**config.mk**
```make
export PLATFORM = sky130hd
export DESIGN_NAME = seq_readout
export DESIGN_NICKNAME = d
export VERILOG_FILES = /design/src/rtl/seq_readout.sv
export SDC_FILE = /design/constraint.sdc
export NUM_CORES = 1
export LEC_CHECK = 0
export ABC_AREA = 1
export ABC_CLOCK_PERIOD_IN_PS = 1000
export BUFFER_PORTS_ARGS = -buffer_cell sky130_fd_sc_hd__buf_2
export CORE_MARGIN = 4
export CORE_UTILIZATION = 31
export CTS_CLUSTER_DIAMETER = 200
export DETAILED_ROUTE_END_ITERATION = 6
export PLACE_DENSITY = 0.72
export SLEW_MARGIN = 15
export SYNTH_ARGS = -nofsm -noshare
export SYNTH_HDL_FRONTEND = slang
export SYNTH_SLANG_ARGS = --single-unit
```
**constraint.sdc**
```tcl
create_clock -name clk -period 1 [get_ports clk]
set_input_delay 0.15 -clock clk [delete_from_list [all_inputs] [get_ports clk]]
set_output_delay 0.15 -clock clk [all_outputs]
set_load 0.01 [all_outputs]
```
**src/rtl/seq_readout.sv**
```systemverilog
module seq_readout #(
  parameter int W   = 12,
  parameter int NCH = 4
) (
  input  logic           clk,
  input  logic           rst_n,
  input  logic           cs_n,
  input  logic           rd_n,
  input  logic           conv_start,
  input  logic           conv_done,
  input  logic           busy,
  input  logic [NCH*W-1:0] results,
  output logic [W-1:0]   bus_data,
  output logic           bus_oe,
  output logic           irq_n,
  output logic           busy_rd
);
  localparam int PW = (NCH > 1) ? $clog2(NCH) : 1;
  localparam logic [PW-1:0] LAST = PW'(NCH - 1);

  logic [PW-1:0] ptr;
  logic          rd_q, start_q;

  wire start_rise = conv_start & ~start_q;
  wire rd_fall    = rd_q & ~rd_n & ~cs_n;
  wire rd_rise    = ~rd_q & rd_n & ~cs_n;

  assign bus_oe   = ~cs_n & ~rd_n;
  assign bus_data = bus_oe ? results[ptr*W +: W] : '0;

  always_ff @(posedge clk) begin
    if (!rst_n) begin
      rd_q    <= 1'b1;
      start_q <= 1'b0;
      ptr     <= '0;
      irq_n   <= 1'b1;
      busy_rd <= 1'b0;
    end else begin
      rd_q    <= rd_n;
      start_q <= conv_start;
      busy_rd <= rd_fall & busy;
      if (start_rise)
        ptr <= '0;
      else if (rd_rise && !busy && ptr != LAST)
        ptr <= ptr + 1'b1;
      if (conv_done)
        irq_n <= 1'b0;
      else if (rd_fall && !busy)
        irq_n <= 1'b1;
    end
  end

  p_ptr_home_r5: assert property (@(posedge clk) disable iff (!rst_n)
    start_rise |=> ptr == '0);
  p_irq_low_r6: assert property (@(posedge clk) disable iff (!rst_n)
    conv_done |=> !irq_n);
  p_irq_clear_r7: assert property (@(posedge clk) disable iff (!rst_n)
    (rd_fall && !busy && !conv_done) |=> irq_n);
  p_saturate_r4: assert property (@(posedge clk) disable iff (!rst_n)
    (ptr == LAST && !start_rise) |=> ptr == LAST);
  p_busy_hold_r9: assert property (@(posedge clk) disable iff (!rst_n)
    (busy && !start_rise) |=> $stable(ptr));
  p_unselected_r8: assert property (@(posedge clk) disable iff (!rst_n)
    (cs_n && !start_rise) |=> $stable(ptr));
endmodule

```
==> results of run 1 <==
kinds of logic after synthesis:
kind of cell             count (synthesis)  synth area share, %
flip-flops                               6                14.57
adder cells (fa/ha/maj)                  1                1.517
AO/OA/AOI/OAI                           13                7.890
AND/OR/NAND/NOR                        106                51.44
buffers and inverters                   45                24.58
layout by cell type, fill, tap and decap left out:
master                      n
sky130_fd_sc_hd__nand2_1   79
sky130_fd_sc_hd__buf_2     69
sky130_fd_sc_hd__inv_1     35
sky130_fd_sc_hd__a21oi_2   12
sky130_fd_sc_hd__nand3_1   11
sky130_fd_sc_hd__buf_4     10
sky130_fd_sc_hd__nor2_1     6
sky130_fd_sc_hd__dfxtp_1    5
sky130_fd_sc_hd__nor2_2     3
sky130_fd_sc_hd__clkbuf_4   3
sky130_fd_sc_hd__nand3_2    2
sky130_fd_sc_hd__nand2_2    2
sky130_fd_sc_hd__nand4_1    2
sky130_fd_sc_hd__inv_8      1
sky130_fd_sc_hd__inv_2      1
sky130_fd_sc_hd__a21oi_1    1
sky130_fd_sc_hd__nor4_1     1
sky130_fd_sc_hd__ha_1       1
sky130_fd_sc_hd__buf_12     1
sky130_fd_sc_hd__buf_6      1
sky130_fd_sc_hd__buf_8      1
sky130_fd_sc_hd__dfxtp_4    1
worst min path at each step:
stage	cells past startpoint	to	slack [ps]	start
CTS	3	start_q	100	conv_start
global placement	3	start_q	350	conv_start
global route	2	rd_q	110	rst_n
detailed placement	3	start_q	360	conv_start
finish	3	start_q	90	conv_start
floorplan	1	rd_q	220	rst_n
power groups by stage:
stage	Sequential (W)	Combinational (W)	Clock, W
floorplan	0.000259	0.000152	0
global placement	0.000258	0.000321	0
detailed placement	0.000259	0.000323	0
CTS	0.000252	0.000327	0.000245
global route	0.000253	0.000371	0.000260
finish	0.000252	0.000327	0.000239
flip-flops by register name, indices dropped and copies added (netlist names):
name / flops
start_q: 1
irq_n: 1
ptr: 2
busy_rd: 1
rd_q: 1
repair_timing:
action | in CTS | in global routing
resized for setup | 7 | 6
endpoints found under the setup margin | 14 | 14
endpoints found under the hold margin | 0 | 0
metrics by stage:
step	instances	util (%)	setup slack (ps)	total power, W	hold WS [ps]
5_1_grt	278	54.55	-475.2	0.0008838	110.3
2_1_floorplan	171	-	-66.42	0.0004116	218.7
3_5_place_dp	275	52.10	-151.8	0.0005811	359.7
6_report	278	54.55	-381.4	0.0008183	94.43
3_3_place_gp	275	52.10	-140.5	0.0005792	348.0
4_1_cts	278	53.80	-387.9	0.0008239	98.63
area by class of cell:
cell class                      instances  area [um2]
Inverter                               37       146.4
Clock buffer                            3       22.52
Tap cell                               30       37.54
Fill cell                             289        1136
Sequential cell                         6       123.9
Timing Repair Buffer                   82       466.7
Multi-Input combinational cell        120       566.8
critical path, cell delays in order (launching register included):
cell,delay [ps]
sky130_fd_sc_hd__dfxtp_4,400
sky130_fd_sc_hd__buf_8,150
sky130_fd_sc_hd__nand2_1,60
sky130_fd_sc_hd__nand2_1,60
sky130_fd_sc_hd__nand2_1,60
sky130_fd_sc_hd__a21oi_2,120
sky130_fd_sc_hd__buf_2,140
metal layers:
layer,vias up,global-route usage (%)
met5,-,0
met4,0,3.797
met3,3,3.050
met2,49,24.80
met1,489,19.25
li1,659,-
==> metrics.log, run 1 <==
[metrics] Routed Wire Length: 2704 um
[metrics] worst min-delay path class: primary input to register
[metrics] fraction of synthesized cell area taken by the top area cell type: about 37%
[metrics] number of global-route vias before repair: between 1000 and 1500
[metrics] first-pass GRT wire length: between 4000 and 5000 um
[metrics] estimated wirelength of the detail-placed design: about 2200 um
[metrics] fraction of final layout cells sized beyond drive strength 1: between 40% and 50%
[metrics] worst reg2reg path depth: 7
[metrics] minimum clock period: between 1000 and 1500 ps
[metrics] die span in y: between 50 and 60 um
[metrics] slew at the pin with the worst max-slew slack: a little under 200 ps
[metrics] number of buffers inserted by post-CTS setup repair: 0
[metrics] Critical Path End Type: output pin
[metrics] count of flip-flops with a built-in enable after synthesis: 0
[metrics] final setup violation count: 14
[metrics] clock network fraction of design power: between 20% and 30%
[metrics] aggregate global routing overflow: 0
[metrics] instance count of the mapped netlist: around 170
[metrics] area of the placeable core: 2500 um2
[metrics] Post-synth top cells: 81 x sky130_fd_sc_hd__nand2_1, 36 x sky130_fd_sc_hd__inv_1, 13 x sky130_fd_sc_hd__a21oi_1, 13 x sky130_fd_sc_hd__nand3_1, 8 x sky130_fd_sc_hd__nor2_1
[metrics] detailed-routed wire length on met3: ~320 um
[metrics] cell-internal power: 0.0005530 W
[metrics] clock buffer count from CTS: 3
[metrics] top routing layer used: met4
[metrics] max-cap check violation count: 0
[metrics] biggest area contributors in the synthesized netlist: sky130_fd_sc_hd__nand2_1 37%, sky130_fd_sc_hd__inv_1 16%, sky130_fd_sc_hd__dfxtp_1 15%, sky130_fd_sc_hd__a21oi_1 7.9%, sky130_fd_sc_hd__nand3_1 7.9%
[metrics] count of different cell masters after synthesis: 14
[metrics] Routed WL per cell: about 10 um
[metrics] power share of the sequential group: a little under a third
[metrics] CTS sink cnt: 6
[metrics] max-slew violation count: 0
[metrics] sort of element at the start of the critical path: register
[metrics] I/O Buffers: slightly below 70
[metrics] count of standard-cell rows: 18
[metrics] final worst clock skew: 3.852 ps
[metrics] number of violations reported at the end of detailed-routing iteration 0: 83
[metrics] number of antenna cells inserted: 0
[metrics] violations in the final reports: setup timing
[metrics] buffer levels on the longest clock path: 2
[metrics] sum of negative setup slack: -4679 ps
[metrics] H-tree levels: 1
[metrics] floorplan die width: about 60 um
[metrics] worst setup path class: register to output pin
[metrics] remaining design rule violation count: 0
[metrics] leading cell type by number of instances after synthesis: sky130_fd_sc_hd__nand2_1
[metrics] CTS hold repair buffers: 0
[metrics] nets@finish: around 310
[metrics] maximum number of pins on one net before global-route repair: 25
[metrics] clock tree from TritonCTS: done
[metrics] final worst path period share: 138.1%
[metrics] part of the Yosys area used for sequential elements: 14.57%
[metrics] Routed Antenna Nets: 0
[metrics] global placement routability congestion: between 0.8 and 0.9
[metrics] worst slew margin relative to its limit: a little under 90%
[metrics] RSZ-0062 raised after global routing: true
[metrics] signal arrival time at the worst endpoint: 1230 ps
[metrics] average cell area after synthesis: 4.822 um2
[metrics] area overhead of the layout relative to synthesis: 65.40%
[metrics] end of the worst register-to-register path: ptr[1]
[metrics] share of synthesized flip-flops with an asynchronous set or reset: 0%
[metrics] peak clock frequency supported by timing: roughly 720 MHz
[metrics] drt via density: about 4.3
[metrics] start point of the critical path: ptr[0]
[metrics] antenna violations before repair: 0
[metrics] die footprint: approximately 3500 um2
[metrics] flop-to-flop setup slack: -160 ps
[metrics] Synth Register Bits: 6
[metrics] Lkg Pwr: between 0.8 and 0.9 nW
[metrics] Crit Reg-Reg Startpoint: ptr[0]
[metrics] final worst setup slack: -381.4 ps
[metrics] clock transition at the register clock pins on the worst setup and hold paths after CTS: about 50 ps
[metrics] total routing usage reported by global routing: between 10% and 20%
[metrics] result of the run: complete, but fails checks
[metrics] net switching power figure: about 0.00027 W
[metrics] post-place instance area: ~1300 um2
[metrics] switching fraction of total power: about a third
[metrics] required time of the critical path: approximately 850 ps
[metrics] areal power density over the cells: 600.0 nW/um2
[metrics] clock latency at the later pin of the worst-skew pair: between 200 and 300 ps
[metrics] synthesized net count: roughly 230
[metrics] sum of met2 wire segment lengths after detailed routing: 1208 um
[metrics] IO Pins: 70
[metrics] overall via count from detail_route: 1200
[metrics] initial standard-cell utilization of the core: between 30% and 40%
[metrics] maximum fanout count along the critical path: 12
[metrics] Yosys warning total: 0
[metrics] Synth Flop Type: sky130_fd_sc_hd__dfxtp_1
[metrics] combinational fraction of design power: 40.0%
[metrics] post-synthesis cell type with the largest combined area: sky130_fd_sc_hd__nand2_1
[metrics] combined area of all synthesized cells: ~800 um2
[metrics] drt pass-1 iters: 2
[metrics] clock root cell: sky130_fd_sc_hd__clkbuf_4
[metrics] endpoints failing hold: 0
[metrics] critical path endpoint: bus_data[7]
[metrics] final instance area: approximately 1400 um2
[metrics] wire length on met1: ~1200 um
[metrics] Max IR drop VDD: about 0.62 mV
Power figures use the tool's default switching activity.
==> run 2: changes to the inputs <==
CTS_BUF_LIST = sky130_fd_sc_hd__clkbuf_16   (was not set)
GPL_ROUTABILITY_DRIVEN = 0   (was not set)
==> metrics.log, run 2 (synthesis results as in run 1) <==
[metrics] CTS sink cnt: 6 (unchanged)
[metrics] drt via density: 4.356 (was 4.317)
[metrics] flip-flop count of the largest register after layout: 2 (unchanged)
[metrics] estimated wirelength of the detail-placed design: 2195 um (unchanged)
[metrics] clock tree from TritonCTS: done (unchanged)
[metrics] start point of the critical path: ptr[0] (unchanged)
[metrics] number of global-route vias before repair: 1082 (was 1061)
[metrics] clock latency at the later pin of the worst-skew pair: 230 ps (was 250 ps)
[metrics] worst slew margin relative to its limit: 85.27% (was 86.63%)
[metrics] fraction of final layout cells sized beyond drive strength 1: 43.15% (unchanged)
[metrics] minimum clock period: 1349 ps (was 1381 ps)
[metrics] signal arrival time at the worst endpoint: 1200 ps (was 1230 ps)
[metrics] die span in y: 59.58 um (unchanged)
[metrics] count of standard-cell rows: 18 (unchanged)
[metrics] worst min-delay path class: primary input to register (unchanged)
[metrics] max-slew violation count: 0 (unchanged)
[metrics] first-pass GRT wire length: 4319 um (was 4202 um)
[metrics] number of violations reported at the end of detailed-routing iteration 0: 80 (was 83)
[metrics] Reg area: 123.9 um2 (unchanged)
[metrics] final worst clock skew: 2.422 ps (was 3.852 ps)
[metrics] antenna violations before repair: 0 (unchanged)
[metrics] final worst setup slack: -349.3 ps (was -381.4 ps)
[metrics] instance count along the most critical hold path: 3 (unchanged)
[metrics] sink of the worst hold path: start_q (unchanged)
[metrics] Lkg Pwr: 0.9034 nW (was 0.8802 nW)
[metrics] buffer levels on the longest clock path: 2 (unchanged)
[metrics] Max IR drop VDD: 1.086 mV (was 0.6219 mV)
[metrics] maximum fanout count along the critical path: 9 (was 12)
[metrics] maximum number of pins on one net before global-route repair: 25 (unchanged)
[metrics] area overhead of the layout relative to synthesis: 71.78% (was 65.40%)
[metrics] RSZ-0062 raised after global routing: true (unchanged)
[metrics] number of buffers inserted by post-CTS setup repair: 0 (unchanged)
[metrics] number of antenna cells inserted: 0 (unchanged)
[metrics] worst reg2reg path depth: 6 (was 7)
[metrics] clock buffer count from CTS: 3 (unchanged)
[metrics] worst setup path class: register to output pin (unchanged)
[metrics] initial standard-cell utilization of the core: 32.98% (unchanged)
[metrics] IO Pins: 70 (unchanged)
[metrics] total routing usage reported by global routing: 15.44% (was 14.81%)
[metrics] flop-to-flop setup slack: -210 ps (was -160 ps)
[metrics] Routed Antenna Nets: 0 (unchanged)
[metrics] overall via count from detail_route: 1211 (was 1200)
[metrics] leading cell type in the layout, fill and taps excluded: sky130_fd_sc_hd__nand2_1 (unchanged)
[metrics] area of the placeable core: 2500 um2 (unchanged)
[metrics] Post-Place Setup Slack: -151.8 ps (unchanged)
[metrics] final setup violation count: 14 (unchanged)
[metrics] required time of the critical path: 850 ps (about the same)
[metrics] peak clock frequency supported by timing: 741.1 MHz (was 723.9 MHz)
[metrics] result of the run: complete, but fails checks (unchanged)
[metrics] H-tree levels: 1 (unchanged)
[metrics] nets@finish: 306 (unchanged)
[metrics] Routed Wire Length: 2755 um (was 2704 um)
[metrics] Worst Hold Margin: 119.4 ps (was 94.43 ps)
[metrics] sort of element at the start of the critical path: register (unchanged)
[metrics] critical hold path startpoint: conv_start (unchanged)
[metrics] clock root cell: sky130_fd_sc_hd__clkbuf_16 (was sky130_fd_sc_hd__clkbuf_4)
[metrics] slew at the pin with the worst max-slew slack: 220.9 ps (was 198.7 ps)
[metrics] top library cells by usage in the layout, fill and taps aside: 79 x sky130_fd_sc_hd__nand2_1, 69 x sky130_fd_sc_hd__buf_2, 35 x sky130_fd_sc_hd__inv_1, 12 x sky130_fd_sc_hd__a21oi_2, 11 x sky130_fd_sc_hd__nand3_1 (unchanged)
[metrics] violations in the final reports: setup timing (unchanged)
[metrics] aggregate global routing overflow: 0 (unchanged)
[metrics] areal power density over the cells: 873.9 nW/um2 (was 600.0 nW/um2)
[metrics] end of the worst register-to-register path: ptr[1] (unchanged)
[metrics] Crit Reg-Reg Startpoint: ptr[0] (unchanged)
[metrics] floorplan die width: 59.58 um (unchanged)
[metrics] clock transition at the register clock pins on the worst setup and hold paths after CTS: 40 ps (was 50 ps)
[metrics] final instance area: 1416 um2 (was 1364 um2)
[metrics] post-place instance area: 1303 um2 (unchanged)
[metrics] remaining design rule violation count: 0 (unchanged)
[metrics] register bank with the most flops: ptr (unchanged)
[metrics] Critical Path End Type: output pin (unchanged)
[metrics] drt pass-1 iters: 4 (was 2)
[metrics] max-cap check violation count: 0 (unchanged)
[metrics] die footprint: 3549 um2 (unchanged)
[metrics] I/O Buffers: 69 (unchanged)
[metrics] final worst path period share: 134.9% (was 138.1%)
[metrics] footprint of the multi-input gates: 566.8 um2 (unchanged)
[metrics] layout filler cell count: 282 (was 289)
[metrics] endpoints failing hold: 0 (unchanged)
[metrics] Routed WL per cell: 9.910 um (was 9.727 um)
==> run 2: changes by cell type in the layout (fill, tap and decap cells not counted) <==
cell / before / now
sky130_fd_sc_hd__clkbuf_4: 3 / 0
sky130_fd_sc_hd__clkbuf_16: 0 / 3
==> run 2: stage by stage <==
stage	total power (W)	instances	setup TNS (ps)	util, %
global route	0.001311	278	-5401	56.66
global placement	0.0005792	275	-1641	52.10
CTS	0.001250	278	-4484	56.01
detailed placement	0.0005811	275	-1800	52.10
floorplan	0.0004116	171	-685.8	-
finish	0.001238	278	-4355	56.66
==> run 2: worst max-delay path, stage by stage (launching register included) <==
cell and delay, ps:
sky130_fd_sc_hd__dfxtp_4 400, sky130_fd_sc_hd__buf_6 150, sky130_fd_sc_hd__nand2_1 50, sky130_fd_sc_hd__nand2_1 60, sky130_fd_sc_hd__nand2_1 50, sky130_fd_sc_hd__a21oi_2 130
sky130_fd_sc_hd__buf_2 140
==> run 2: what timing repair did <==
action / in CTS / in global routing
pin swaps: 1 / 1
hold buffers: 0 / 0
resized for setup: 8 / 5
endpoints found under the setup margin: 14 / 14
==> run 2: routing by layer <==
metal | track usage (%) | share of wire, %
met1 | 19.38 | 41
met2 | 25.90 | 46
met3 | 3.704 | 13
met4 | 4.747 | 0.87
met5 | 0 | 0
==> run 2: report_power, final <==
group / switching [W] / internal (W) / total (W)
clock network: 0.000142 / 0.000514 / 0.000656
registers: 0.00000542 / 0.000248 / 0.000253
logic: 0.000158 / 0.000170 / 0.000328
==> run 2: worst max-delay path by stage <==
stage,end,cells after the start
finish,bus_data[0],6
global route,bus_data[5],6
CTS,bus_data[0],6
detailed placement,bus_data[7],6
global placement,bus_data[0],6
floorplan,bus_data[10],7
==> run 2: layout make-up <==
type / instances / area share (%)
clock buffer: 3 / 5.300
tap: 30 / 2.650
multi-input combinational: 120 / 40.02
inverter: 37 / 10.34
timing repair buffer: 82 / 32.95
sequential: 6 / 8.746
